## config.mk

```make
export PLATFORM = sky130hd
export DESIGN_NAME = sram_lane_ctrl
export DESIGN_NICKNAME = d
export VERILOG_FILES = /design/src/rtl/sram_lane_pkg.sv /design/src/rtl/sram_lane_cnt.sv /design/src/rtl/sram_lane_cap.sv /design/src/rtl/sram_lane_ctrl.sv
export SDC_FILE = /design/constraint.sdc
export NUM_CORES = 1
export LEC_CHECK = 0
export ABC_AREA = 1
export ABC_CLOCK_PERIOD_IN_PS = 1510
export BUFFER_PORTS_ARGS = -buffer_cell sky130_fd_sc_hd__buf_4
export CAP_MARGIN = 10
export CORE_MARGIN = 3
export CORE_UTILIZATION = 44
export CTS_CLUSTER_DIAMETER = 80
export DETAILED_ROUTE_END_ITERATION = 6
export HOLD_SLACK_MARGIN = 0.05
export PLACE_DENSITY_LB_ADDON = 0.2
export SLEW_MARGIN = 20
export SYNTH_ARGS = -nofsm -noshare
export SYNTH_HDL_FRONTEND = slang
export SYNTH_SLANG_ARGS = --single-unit
export TNS_END_PERCENT = 30
```

## constraint.sdc

```tcl
create_clock -name clk_i -period 1.51 [get_ports clk_i]
set_clock_uncertainty 0.1 [all_clocks]
set_input_delay 0.0755 -clock clk_i [delete_from_list [all_inputs] [get_ports clk_i]]
set_output_delay 0.0755 -clock clk_i [all_outputs]
set_load 0.05 [all_outputs]
```

## src/rtl/sram_lane_pkg.sv

```systemverilog
package sram_lane_pkg;

    typedef enum logic [2:0] {
        ST_IDLE,
        ST_RD,
        ST_TURN,
        ST_WSU,
        ST_WPULSE,
        ST_WHOLD
    } ctl_st_e;

    // Round a time in ns up to whole clock cycles, never below one.
    function automatic int unsigned ns_to_cyc(input int unsigned t_ns, input int unsigned p_ns);
        int unsigned c;
        c = (t_ns + p_ns - 1) / p_ns;
        return (c == 0) ? 1 : c;
    endfunction

endpackage

```

## src/rtl/sram_lane_cnt.sv

```systemverilog
module sram_lane_cnt #(
    parameter int unsigned W = 4
) (
    input  logic         clk_i,
    input  logic         rst_ni,
    input  logic         load_i,
    input  logic [W-1:0] load_val_i,
    input  logic         dec_i,
    output logic         zero_o
);
    logic [W-1:0] cnt_d, cnt_q;

    always_comb begin
        cnt_d = cnt_q;
        if (load_i)
            cnt_d = load_val_i;
        else if (dec_i && (cnt_q != '0))
            cnt_d = cnt_q - 1'b1;
    end

    always_ff @(posedge clk_i or negedge rst_ni) begin
        if (!rst_ni) cnt_q <= '0;
        else         cnt_q <= cnt_d;
    end

    assign zero_o = (cnt_q == '0);
endmodule

```

## src/rtl/sram_lane_cap.sv

```systemverilog
module sram_lane_cap #(
    parameter int unsigned LANES = 4
) (
    input  logic               clk_i,
    input  logic               rst_ni,
    input  logic               en_i,
    input  logic [LANES-1:0]   mask_i,
    input  logic [LANES*8-1:0] din_i,
    output logic [LANES*8-1:0] dout_o
);
    logic [LANES*8-1:0] data_d, data_q;

    for (genvar g = 0; g < LANES; g++) begin : g_lane
        always_comb begin
            data_d[g*8 +: 8] = data_q[g*8 +: 8];
            if (en_i)
                data_d[g*8 +: 8] = mask_i[g] ? din_i[g*8 +: 8] : 8'h00;
        end
    end

    always_ff @(posedge clk_i or negedge rst_ni) begin
        if (!rst_ni) data_q <= '0;
        else         data_q <= data_d;
    end

    assign dout_o = data_q;
endmodule

```

## src/rtl/sram_lane_ctrl.sv

```systemverilog
module sram_lane_ctrl
    import sram_lane_pkg::*;
#(
    parameter int unsigned ADDR_W        = 18,
    parameter int unsigned DATA_W        = 32,
    parameter int unsigned CLK_PERIOD_NS = 20,
    parameter int unsigned T_ACC_NS      = 12,
    parameter int unsigned T_WP_NS       = 8,
    parameter int unsigned T_DSU_NS      = 6,
    parameter int unsigned T_OHZ_NS      = 6
) (
    input  logic                 clk_i,
    input  logic                 rst_ni,
    input  logic                 req_valid_i,
    output logic                 req_ready_o,
    input  logic [ADDR_W-1:0]    req_addr_i,
    input  logic                 req_we_i,
    input  logic [DATA_W-1:0]    req_wdata_i,
    input  logic [DATA_W/8-1:0]  req_mask_i,
    output logic                 rsp_valid_o,
    output logic [DATA_W-1:0]    rsp_rdata_o,
    output logic [ADDR_W-1:0]    mem_addr_o,
    output logic [DATA_W/8-1:0]  mem_ce_n_o,
    output logic                 mem_we_n_o,
    output logic                 mem_oe_n_o,
    output logic                 mem_dq_oe_o,
    output logic [DATA_W-1:0]    mem_dq_o,
    input  logic [DATA_W-1:0]    mem_dq_i
);
    localparam int unsigned LANES   = DATA_W / 8;
    localparam int unsigned RD_CYC  = ns_to_cyc(T_ACC_NS, CLK_PERIOD_NS);
    localparam int unsigned WP_NS   = (T_WP_NS > T_DSU_NS) ? T_WP_NS : T_DSU_NS;
    localparam int unsigned WP_CYC  = ns_to_cyc(WP_NS, CLK_PERIOD_NS);
    localparam int unsigned TRN_CYC = ns_to_cyc(T_OHZ_NS, CLK_PERIOD_NS);
    localparam int unsigned MAX_CYC = (RD_CYC > WP_CYC) ?
                                      ((RD_CYC > TRN_CYC) ? RD_CYC : TRN_CYC) :
                                      ((WP_CYC > TRN_CYC) ? WP_CYC : TRN_CYC);
    localparam int unsigned CNT_W   = (MAX_CYC > 1) ? $clog2(MAX_CYC) : 1;

    typedef struct packed {
        ctl_st_e              st;
        logic [ADDR_W-1:0]    addr;
        logic [LANES-1:0]     mask;
        logic [LANES-1:0]     ce_n;
        logic                 we_n;
        logic                 oe_n;
        logic                 dq_oe;
        logic [DATA_W-1:0]    wdata;
        logic                 rvalid;
    } ctl_s;

    ctl_s s_d, s_q;

    logic             cnt_load, cnt_dec, cnt_zero;
    logic [CNT_W-1:0] cnt_val;
    logic             cap_en;
    logic [LANES-1:0] cap_mask;

    always_comb begin
        s_d      = s_q;
        s_d.rvalid = 1'b0;
        cnt_load = 1'b0;
        cnt_val  = '0;
        cnt_dec  = 1'b0;
        cap_en   = 1'b0;
        cap_mask = s_q.mask;
        unique case (s_q.st)
            ST_IDLE: begin
                if (req_valid_i) begin
                    if (req_mask_i == '0) begin
                        if (!req_we_i) begin
                            cap_en     = 1'b1;
                            cap_mask   = '0;
                            s_d.rvalid = 1'b1;
                        end
                    end else begin
                        s_d.addr  = req_addr_i;
                        s_d.mask  = req_mask_i;
                        s_d.wdata = req_wdata_i;
                        s_d.ce_n  = ~req_mask_i;
                        if (req_we_i) begin
                            s_d.st    = ST_WSU;
                            s_d.dq_oe = 1'b1;
                        end else begin
                            s_d.st   = ST_RD;
                            s_d.oe_n = 1'b0;
                            cnt_load = 1'b1;
                            cnt_val  = CNT_W'(RD_CYC - 1);
                        end
                    end
                end
            end
            ST_RD: begin
                if (cnt_zero) begin
                    cap_en     = 1'b1;
                    s_d.rvalid = 1'b1;
                    s_d.ce_n   = '1;
                    s_d.oe_n   = 1'b1;
                    s_d.st     = ST_TURN;
                    cnt_load   = 1'b1;
                    cnt_val    = CNT_W'(TRN_CYC - 1);
                end else begin
                    cnt_dec = 1'b1;
                end
            end
            ST_TURN: begin
                if (cnt_zero) s_d.st = ST_IDLE;
                else          cnt_dec = 1'b1;
            end
            ST_WSU: begin
                s_d.we_n = 1'b0;
                s_d.st   = ST_WPULSE;
                cnt_load = 1'b1;
                cnt_val  = CNT_W'(WP_CYC - 1);
            end
            ST_WPULSE: begin
                if (cnt_zero) begin
                    s_d.we_n = 1'b1;
                    s_d.st   = ST_WHOLD;
                end else begin
                    cnt_dec = 1'b1;
                end
            end
            ST_WHOLD: begin
                s_d.ce_n  = '1;
                s_d.dq_oe = 1'b0;
                s_d.st    = ST_IDLE;
            end
            default: s_d.st = ST_IDLE;
        endcase
    end

    always_ff @(posedge clk_i or negedge rst_ni) begin
        if (!rst_ni) begin
            s_q        <= '0;
            s_q.st     <= ST_IDLE;
            s_q.ce_n   <= '1;
            s_q.we_n   <= 1'b1;
            s_q.oe_n   <= 1'b1;
        end else begin
            s_q <= s_d;
        end
    end

    sram_lane_cnt #(.W(CNT_W)) cnt_i (
        .clk_i      (clk_i),
        .rst_ni     (rst_ni),
        .load_i     (cnt_load),
        .load_val_i (cnt_val),
        .dec_i      (cnt_dec),
        .zero_o     (cnt_zero)
    );

    sram_lane_cap #(.LANES(LANES)) cap_i (
        .clk_i  (clk_i),
        .rst_ni (rst_ni),
        .en_i   (cap_en),
        .mask_i (cap_mask),
        .din_i  (mem_dq_i),
        .dout_o (rsp_rdata_o)
    );

    assign req_ready_o = (s_q.st == ST_IDLE);
    assign rsp_valid_o = s_q.rvalid;
    assign mem_addr_o  = s_q.addr;
    assign mem_ce_n_o  = s_q.ce_n;
    assign mem_we_n_o  = s_q.we_n;
    assign mem_oe_n_o  = s_q.oe_n;
    assign mem_dq_oe_o = s_q.dq_oe;
    assign mem_dq_o    = s_q.wdata;
endmodule

```

# After elaboration in Yosys (flattened, before gate mapping)
# Cells that the tools add are included.
[totals]
regBits = 98
latchBits = 0
ram_bits = 0
mem_bits_ro = 0
inputBits = 90
elab_cells = 79
memories = 0
[classes]
n_addsub = 1
mul = 0
div_mod_pow = 0
magnitude_cmp = 0
n_eq_ne = 12
shift = 0
n_mux = 38
bitwise = 2
n_reduce_logical = 15
[op_table]
columns = ["operator", "n"]
rows = [
  ["2-to-1 mux 29 bit", 2],
  ["2-to-1 mux 35 bit", 1],
  ["2-to-1 mux 34 bit", 1],
  ["2-to-1 mux 8 bit", 4],
  ["2-to-1 mux 4 bit", 5],
  ["case mux 3 bit (5 select lines)", 1],
  ["2-to-1 mux 1 bit", 13],
  ["!= test 2 bit, second input constant", 6],
  ["case mux 4 bit (3 select lines)", 1],
  ["case mux 1 bit (2 select lines)", 5],
  ["AND reduction 5 bit", 2],
  ["2-to-1 mux 3 bit", 3],
  ["AND reduction 4 bit", 2],
  ["nonzero test 2 bit", 4],
  ["== test 3 x 2 -> 1 bit, second input constant", 2],
  ["== test 3 bit, second input constant", 2],
  ["logical NOT 4 bit", 1],
  ["inverter 4 bit", 1],
  ["== test 3 x 1 -> 1 bit, second input constant", 1],
  ["logical NOT 3 bit", 1],
  ["case mux 1 bit (3 select lines)", 1],
  ["AND reduction 3 bit", 1],
  ["nonzero test 3 bit", 1],
  ["OR reduction 3 bit", 1],
  ["other kinds (6)", 6],
]

# Depth between registers and ports, before layout
# Gate-level depths: netlist (run 1).
[logic_depth]
depth_word = 6
ltp_mapped = 8

# Cells and area by module
# From an unflattened synthesis (run 1), not the netlist that was laid out.
[hier_totals]
cells_unflattened = 527
area_unflattened_um2 = 5067.4
[modules_own_cells]
columns = ["mod", "instances", "cells_each", "area_each_um2"]
rows = [
  ["sram_lane_ctrl", 1, 380, 3721.1],
  ["sram_lane_cap", 1, 140, 1297.5],
  ["sram_lane_cnt", 1, 7, 48.8],
]

# Worst setup path after synthesis (run 1)
# OpenSTA, ideal clock, no wires.
[synth_path]
path_type = "reg-to-reg"
from = "register s_q[63] (netlist name)"
to = "register s_q[62] (netlist name)"
arrival_time_ns = 1.417
required_ns = 1.292
slack_ns = -0.125
stages_incl_launch_ff = 9
path_buffers = 0
synth_period_minus_slack_ns = 1.635
cell_sequence = "dfrtp_1 -> nor2_2 -> nand2_4 -> inv_1 -> nand2_1 -> nand2_1 -> nor2_1 -> nand2_1 -> nand2_1"
[synth_via]
elab_chain_cells = 3
word_cells_on_any_way = 12
cone_classes = "eq/ne (9); mux (1); reduce/logical (2)"
[synth_lines]
columns = ["item", "line_no", "rtl"]
rows = [
  ["start: declaration", "sram_lane_ctrl.sv:52", "ctl_s s_d, s_q;"],
  ["logical NOT 3 bit *", "--", ""],
  ["net req_ready_o", "sram_lane_ctrl.sv:15", "output logic req_ready_o,"],
  ["!= test 2 bit (no line)", "--", ""],
  ["AND reduction 5 bit (no line)", "--", ""],
]
# The timed path passes the listed nets; every way through them passes the cells marked *.
# A chain may end at the register's enable or synchronous reset.

# Worst setup path after layout (run 1)
[layout_path]
from = "register s_q[63] (netlist name)"
to = "register cap_i.data_q[26], in the netlist cap_i.dout_o[26]"
[layout_via]
elab_chain_cells = 3
word_cells_on_any_way = 5
cone_classes = "eq/ne (1); mux (3); reduce/logical (1)"
[layout_lines]
columns = ["item", "line_no", "rtl"]
rows = [
  ["logical NOT 3 bit", "sram_lane_ctrl.sv:67", "unique case (s_q.st)"],
  ["2-to-1 mux 4 bit", "sram_lane_ctrl.sv:67", ""],
  ["2-to-1 mux 8 bit", "sram_lane_cap.sv:17", "data_d[g*8 +: 8] = mask_i[g] ? din_i[g*8 +: 8] : 8'h00;"],
  ["end signal: assignment", "sram_lane_cap.sv:23", "else data_q <= data_d;"],
  ["end: declaration", "sram_lane_cap.sv:11", "logic [LANES*8-1:0] data_d, data_q;"],
]
# Parallel ways exist; a longest one is shown, timed or not.

==> qor.yml, run 1 <==
port_buffers: 180
syn_to_final_growth_pct: 60.1
grt_setup_unrepaired: "true"
ys_warn_count: 0
cap_violations: 0
ys_types: 23
antenna_found_initial: 0
drc: 0
slew_viol_final: 0
fin_util: 0.735
drtIter0Drc: 273
synthArstFlopShare: 1.00
clk_pin_slew_ns: 0.09
fmax_ghz: 0.642
drtPass1Iterations: 5
p_leak_uw: 0.00388
syn-num-nets: 597
synthMostInstantiatedCell: "nand2_1"
grt_pass1_wl_um: 21600
wl_per_cell_um: 16.6
initial_core_util: 0.459
synth_common_cells: "218 x nand2_1, 92 x dfrtp_1, 60 x buf_4"
cts.path.max_buffers: 2
critPathLaunchType: "flip-flop"
end_kind: "flip-flop"
drive_gt1_frac: 0.418
row_count: 36
ant_nets: 0
io_pins: 181
die_w_um: 108
required_ns: 1.66
synth_edf_count: 0
hp-class: "in -> reg"
yosysTopAreaCellShare: 0.504
finalSetupViolCount: 61
core-area_um2: 9950
whs_path_depth: 4
cts-root-buf: "clkbuf_8"
irDropWorstVdd_mv: 1.32
slew_headroom: 0.736
cts_sinks: 98
hpwl_um: 8450
grt_max_degree: 49
critPathKind: "reg -> reg"
grt-ovfl-total: 0
ys.flop_type: "dfrtp_1"
grt_pass1_vias: 4326
cts_tree: "yes"
netlist_area_um2: 4570
timing.final.crit_share: 1.03
nFillCells: 731
failed_checks: "negative setup slack"
reg2reg_depth: 8
syn_inst: 507
vias_per_cell: 4.90
synth_area_leaders: "dfrtp_1 50%, nand2_1 18%, buf_4 9.9%"
gp_congestion: 0.868
hold_violations: 0
power.density_nw_per_um2: 2300
crit_fanout: 7
die_h_um: 108
nets: 839
cp.arrival_ns: 1.71
min_period_ns: 1.56
setup_tns_ns: -1.09
tightest_slew_ns: 0.397
synth_top_area_cell: "dfrtp_1"
numCtsBuffers: 9
synth_seq_cells: 98
die-area_um2: 11700
track_usage: 0.237
finalWorstSetupSlack_ns: -0.0465
worstSkewPairLatency_ns: 0.36
synth.avg_cell_area_um2: 9.02
htree_levels: 3
ys_seq_area_frac: 0.538
outcome: "finished, violations left"
wl_um: 14800
num_vias: 4355
[final timing paths]
check	to	slack [ns]	startpoint
max	cap_i.dout_o[26]	-0.05	s_q[63]
min	mem_dq_o[22]	0.35	req_wdata_i[22]
max reg2reg	cap_i.dout_o[26]	-0.05	s_q[63]
min reg2reg	mem_ce_n_o[2]	0.37	mem_ce_n_o[2]
max in group asynchronous	mem_we_n_o	0.11	rst_ni
min in group asynchronous	mem_addr_o[12]	0.57	rst_ni
[layer usage]
metal	vias up	track usage	routed length, um
met4	0	0.0965	360
met3	27	0.0304	669
met5	-	0	0
met2	156	0.428	7890
met1	2118	0.285	5850
li1	2054	-	-
[registers in the layout, summed over array words and instances (netlist names)]
name,count
cap_i.dout_o,32
cnt_i.cnt_q,1
mem_addr_o,18
mem_ce_n_o,4
mem_dq_o,32
mem_dq_oe_o,1
mem_oe_n_o,1
mem_we_n_o,1
rsp_valid_o,1
s_q,7
[placed cells by master (no fill, tap or decap)]
cell type,synthesis,routed
inv_1,5,4
nand2_2,3,33
nand3_1,27,16
nand2_4,1,5
buf_8,0,2
a21boi_1,0,3
dfrtp_1,92,90
o21ai_0,7,7
clkinvlp_4,0,1
nand3b_1,1,1
buf_16,0,2
a21oi_2,1,1
inv_2,4,1
nor2_1,7,6
dfstp_2,6,6
diode_2,0,1
nand4_1,34,34
bufinv_16,0,1
a21oi_1,1,1
clkbuf_16,0,7
dlygate4sd3_1,0,90
clkinv_4,0,1
dfrtp_2,0,2
nor2_4,4,5
nor2_2,1,1
buf_12,0,5
clkinv_2,0,2
buf_6,11,5
inv_4,1,3
clkbuf_8,0,10
nand2_1,218,184
nand3_2,10,21
clkbuf_1,4,3
buf_4,60,201
[report_power, final]
part	switching, uW	internal, uW
Sequential	913	3860
Clock	863	809
Combinational	6810	3560
[logic make-up after synthesis]
| family | count (synthesis) | share of synthesized area |
|---|---|---|
| buffers and inverters | 91 | 0.144 |
| and+or+nand+nor | 306 | 0.302 |
| DFF | 98 | 0.538 |
| AOI/OAI and AO/OA | 12 | 0.0156 |
[what timing repair did]
| item | CTS | global route |
|---|---|---|
| setup buffers | 6 | 7 |
| cloned | 1 | 9 |
| endpoints found under the setup margin | 82 | 92 |
| pin swaps | 3 | 24 |
| resized for setup | 4 | 64 |
| endpoints found under the hold margin | 185 | 0 |
| hold buffers | 90 | 0 |
[area by class of cell]
class	instances	area, um^2	area share
Clock buffer	13	149	0.0203
Clock inverter	3	40.0	0.00547
Timing Repair Buffer	312	2830	0.386
Sequential cell	98	2460	0.336
Inverter	10	53.8	0.00735
Antenna cell	1	2.50	0.000342
Multi-Input combinational cell	318	1620	0.221
Tap cell	133	166	0.0227
[critical path: stages (launching register included)]
cell,delay (ns)
dfrtp_1,0.45
buf_6,0.15
inv_4,0.07
nand2_4,0.06
nor2_4,0.15
clkinv_4,0.14
clkbuf_16,0.19
nand3_1,0.09
nand2_1,0.06
[stage by stage]
stage	instance area [um^2]	worst slack (ns)	power (uW)	cells	hold WS, ns
2_1_floorplan	4580	0.0130	11800	507	-0.320
3_3_place_gp	5690	0.0348	13500	758	-0.118
3_5_place_dp	5690	-0.0123	13700	758	-0.113
4_1_cts	6870	-0.0169	15800	871	0.340
5_1_grt	7320	-0.0933	17700	887	0.362
6_report	7320	-0.0465	16800	888	0.354
(Power assumes the default switching activity.)
==> inputs of run 2 (changes only) <==
Settings changed: PLACE_DENSITY from default to 0.88, PLACE_DENSITY_LB_ADDON 0.2 to default.
==> qor.yml, run 2 (same netlist as run 1, synthesis figures left out) <==
outcome: "finished, violations left"  # unchanged
failed_checks: "negative setup slack"  # unchanged
fin_util: 0.703  # was 0.735
hp-class: "in -> async"  # was in -> reg
p_comb_frac: 0.591  # was 0.617
hpwl_um: 8340  # was 8450 um
worst_path_max_delay_cell: "dfrtp_2"  # was dfrtp_1
htree_levels: 3  # unchanged
io_pins: 181  # unchanged
p_leak_uw: 0.00374  # was 0.00388 uW
syn_to_final_growth_pct: 53.0  # was 60.1%
path_cells: "nor2_4 -> nand2_4 -> nor2_4 -> nand2_4 -> buf_12 -> nand3_1 -> nand2_1"  # was buf_6 -> inv_4 -> nand2_4 -> nor2_4 -> clkinv_4 -> clkbuf_16 -> nand3_1 -> nand2_1
critPathKind: "reg -> reg"  # unchanged
cts-root-buf: "clkbuf_8"  # unchanged
layout_common_cells: "215 x nand2_1, 190 x buf_4, 90 x dfrtp_1, 89 x dlygate4sd3_1, 34 x nand4_1"  # was 201 x buf_4, 184 x nand2_1, 90 x dfrtp_1, 90 x dlygate4sd3_1, 34 x nand4_1
port_buffers: 180  # unchanged
internal-power_uw: 7810  # was 8230 uW
regToRegSetupSlack_ns: -0.003  # was -0.05 ns
cp.arrival_ns: 1.64  # was 1.71 ns
die_h_um: 108  # unchanged
wl_um: 15000  # was 14800 um
critPathMaxStageDelay_ns: 0.45  # about the same
switching_share: 0.520  # was 0.511
drtPass1Iterations: 5  # unchanged
grt-ovfl-total: 0  # unchanged
grt_max_degree: 99  # was 49
die-area_um2: 11700  # unchanged
grt_pass1_vias: 4451  # was 4326
wl_met2_um: 7770  # was 7890 um
track_usage: 0.238  # was 0.237
numCtsBuffers: 9  # unchanged
power.density_nw_per_um2: 2320  # was 2300 nW/um^2
slew_headroom: 0.658  # was 0.736
irDropWorstVdd_mv: 0.994  # was 1.32 mV
drtIter0Drc: 347  # was 273
netSwitchingPower_uw: 8460  # was 8590 uW
worstSkewPairLatency_ns: 0.36  # about the same
ant_nets: 0  # unchanged
gp_congestion: 0.842  # was 0.868
min_period_ns: 1.51  # was 1.56 ns
end_kind: "flip-flop"  # unchanged
cts_tree: "yes"  # unchanged
highest_layer: "met4"  # unchanged
core-area_um2: 9950  # unchanged
multi_input_comb_area_um2: 1500  # was 1620 um^2
required_ns: 1.63  # was 1.66 ns
critPathLaunchType: "flip-flop"  # unchanged
clk_pin_slew_ns: 0.10  # was 0.09 ns
drc: 0  # unchanged
finalWorstSetupSlack_ns: -0.00255  # was -0.0465 ns
seqPwrFrac: 0.294  # was 0.284
nFillCells: 673  # was 731
tightest_slew_ns: 0.512  # was 0.397 ns
pre_cts_ws_ns: -0.145  # was -0.0123 ns
wl_met3_um: 913  # was 669 um
drive_gt1_frac: 0.354  # was 0.418
wl_per_cell_um: 17.3  # was 16.6 um
initial_core_util: 0.459  # unchanged
regArea_um2: 2460  # unchanged
timing.final.crit_share: 1.00  # was 1.03
num_vias: 4446  # was 4355
row_count: 36  # unchanged
grt_pass1_wl_um: 21900  # was 21600 um
vias_per_cell: 5.12  # was 4.90
slew_viol_final: 0  # unchanged
fin_area_um2: 7000  # was 7320 um^2
antenna_found_initial: 0  # unchanged
holdWs_ns: 0.195  # was 0.354 ns
diodes: 0  # was 1
final_common_cell: "nand2_1"  # was buf_4
grt_setup_unrepaired: "true"  # unchanged
placed_area_um2: 5610  # was 5690 um^2
met1_length_um: 5460  # was 5850 um
hold_violations: 0  # unchanged
die_w_um: 108  # unchanged
cts_sinks: 98  # unchanged
cap_violations: 0  # unchanged
pwr-share-clk: 0.115  # was 0.099
fmax_ghz: 0.661  # was 0.642 GHz
finalSetupViolCount: 1  # was 61
crit_fanout: 9  # was 7
cts.path.max_buffers: 2  # unchanged
nets: 820  # was 839
## run 2: metal layers
| metal | global-route usage | vias up |
|---|---|---|
| li1 | - | 2013 |
| met1 | 0.268 | 2114 |
| met2 | 0.429 | 247 |
| met3 | 0.0430 | 72 |
| met4 | 0.127 | 0 |
| met5 | 0 | - |
## run 2: worst max-delay path, delay by kind of cell (launching register included)
family        cells  cell delay (ns)
flops             1             0.45
simple gates      6             0.67
buf+inv           1             0.16
## run 2: power by group through the flow
stage	registers, uW	logic, uW	clock network, uW
6_report	4790	9610	1870
5_1_grt	4920	10100	2010
4_1_cts	4700	9100	1880
3_5_place_dp	4720	8800	0
3_3_place_gp	4660	8630	0
2_1_floorplan	5800	6000	0
## run 2: final timing paths
path	cells after the start	to	startpoint
setup / recovery	7	cap_i.dout_o[26]	s_q[63]
hold / removal	3	cap_i.dout_o[5]	rst_ni
setup reg to reg	7	cap_i.dout_o[26]	s_q[63]
hold reg to reg	2	mem_oe_n_o	mem_oe_n_o
max in group asynchronous	3	mem_dq_o[7]	rst_ni
min in group clk_i	6	mem_dq_oe_o	req_mask_i[3]
## run 2: area by class of cell
type	instances	area share
tap	133	0.0238
timing repair buffer	293	0.370
multi-input combinational	318	0.215
clock buffer	13	0.0213
inverter	10	0.00930
sequential	98	0.352
clock inverter	3	0.00930
## run 2: repair_timing
item / in CTS / in global routing
endpoints found under the setup margin: 92 / 92
cloned: 0 / 6
hold buffers: 89 / 0
resized for setup: 6 / 24
endpoints found under the hold margin: 191 / 0
pin swaps: 1 / 6
buffers inserted: 3 / 1
## run 2: metrics by stage
| step | std cells | TNS, ns | power (uW) |
|---|---|---|---|
| finish | 868 | -0.00255 | 16300 |
| global route | 868 | -1.11 | 17100 |
| CTS | 861 | 0 | 15700 |
| detailed placement | 753 | -7.74 | 13500 |
| global placement | 753 | -4.22 | 13300 |
| floorplan | 507 | 0 | 11800 |
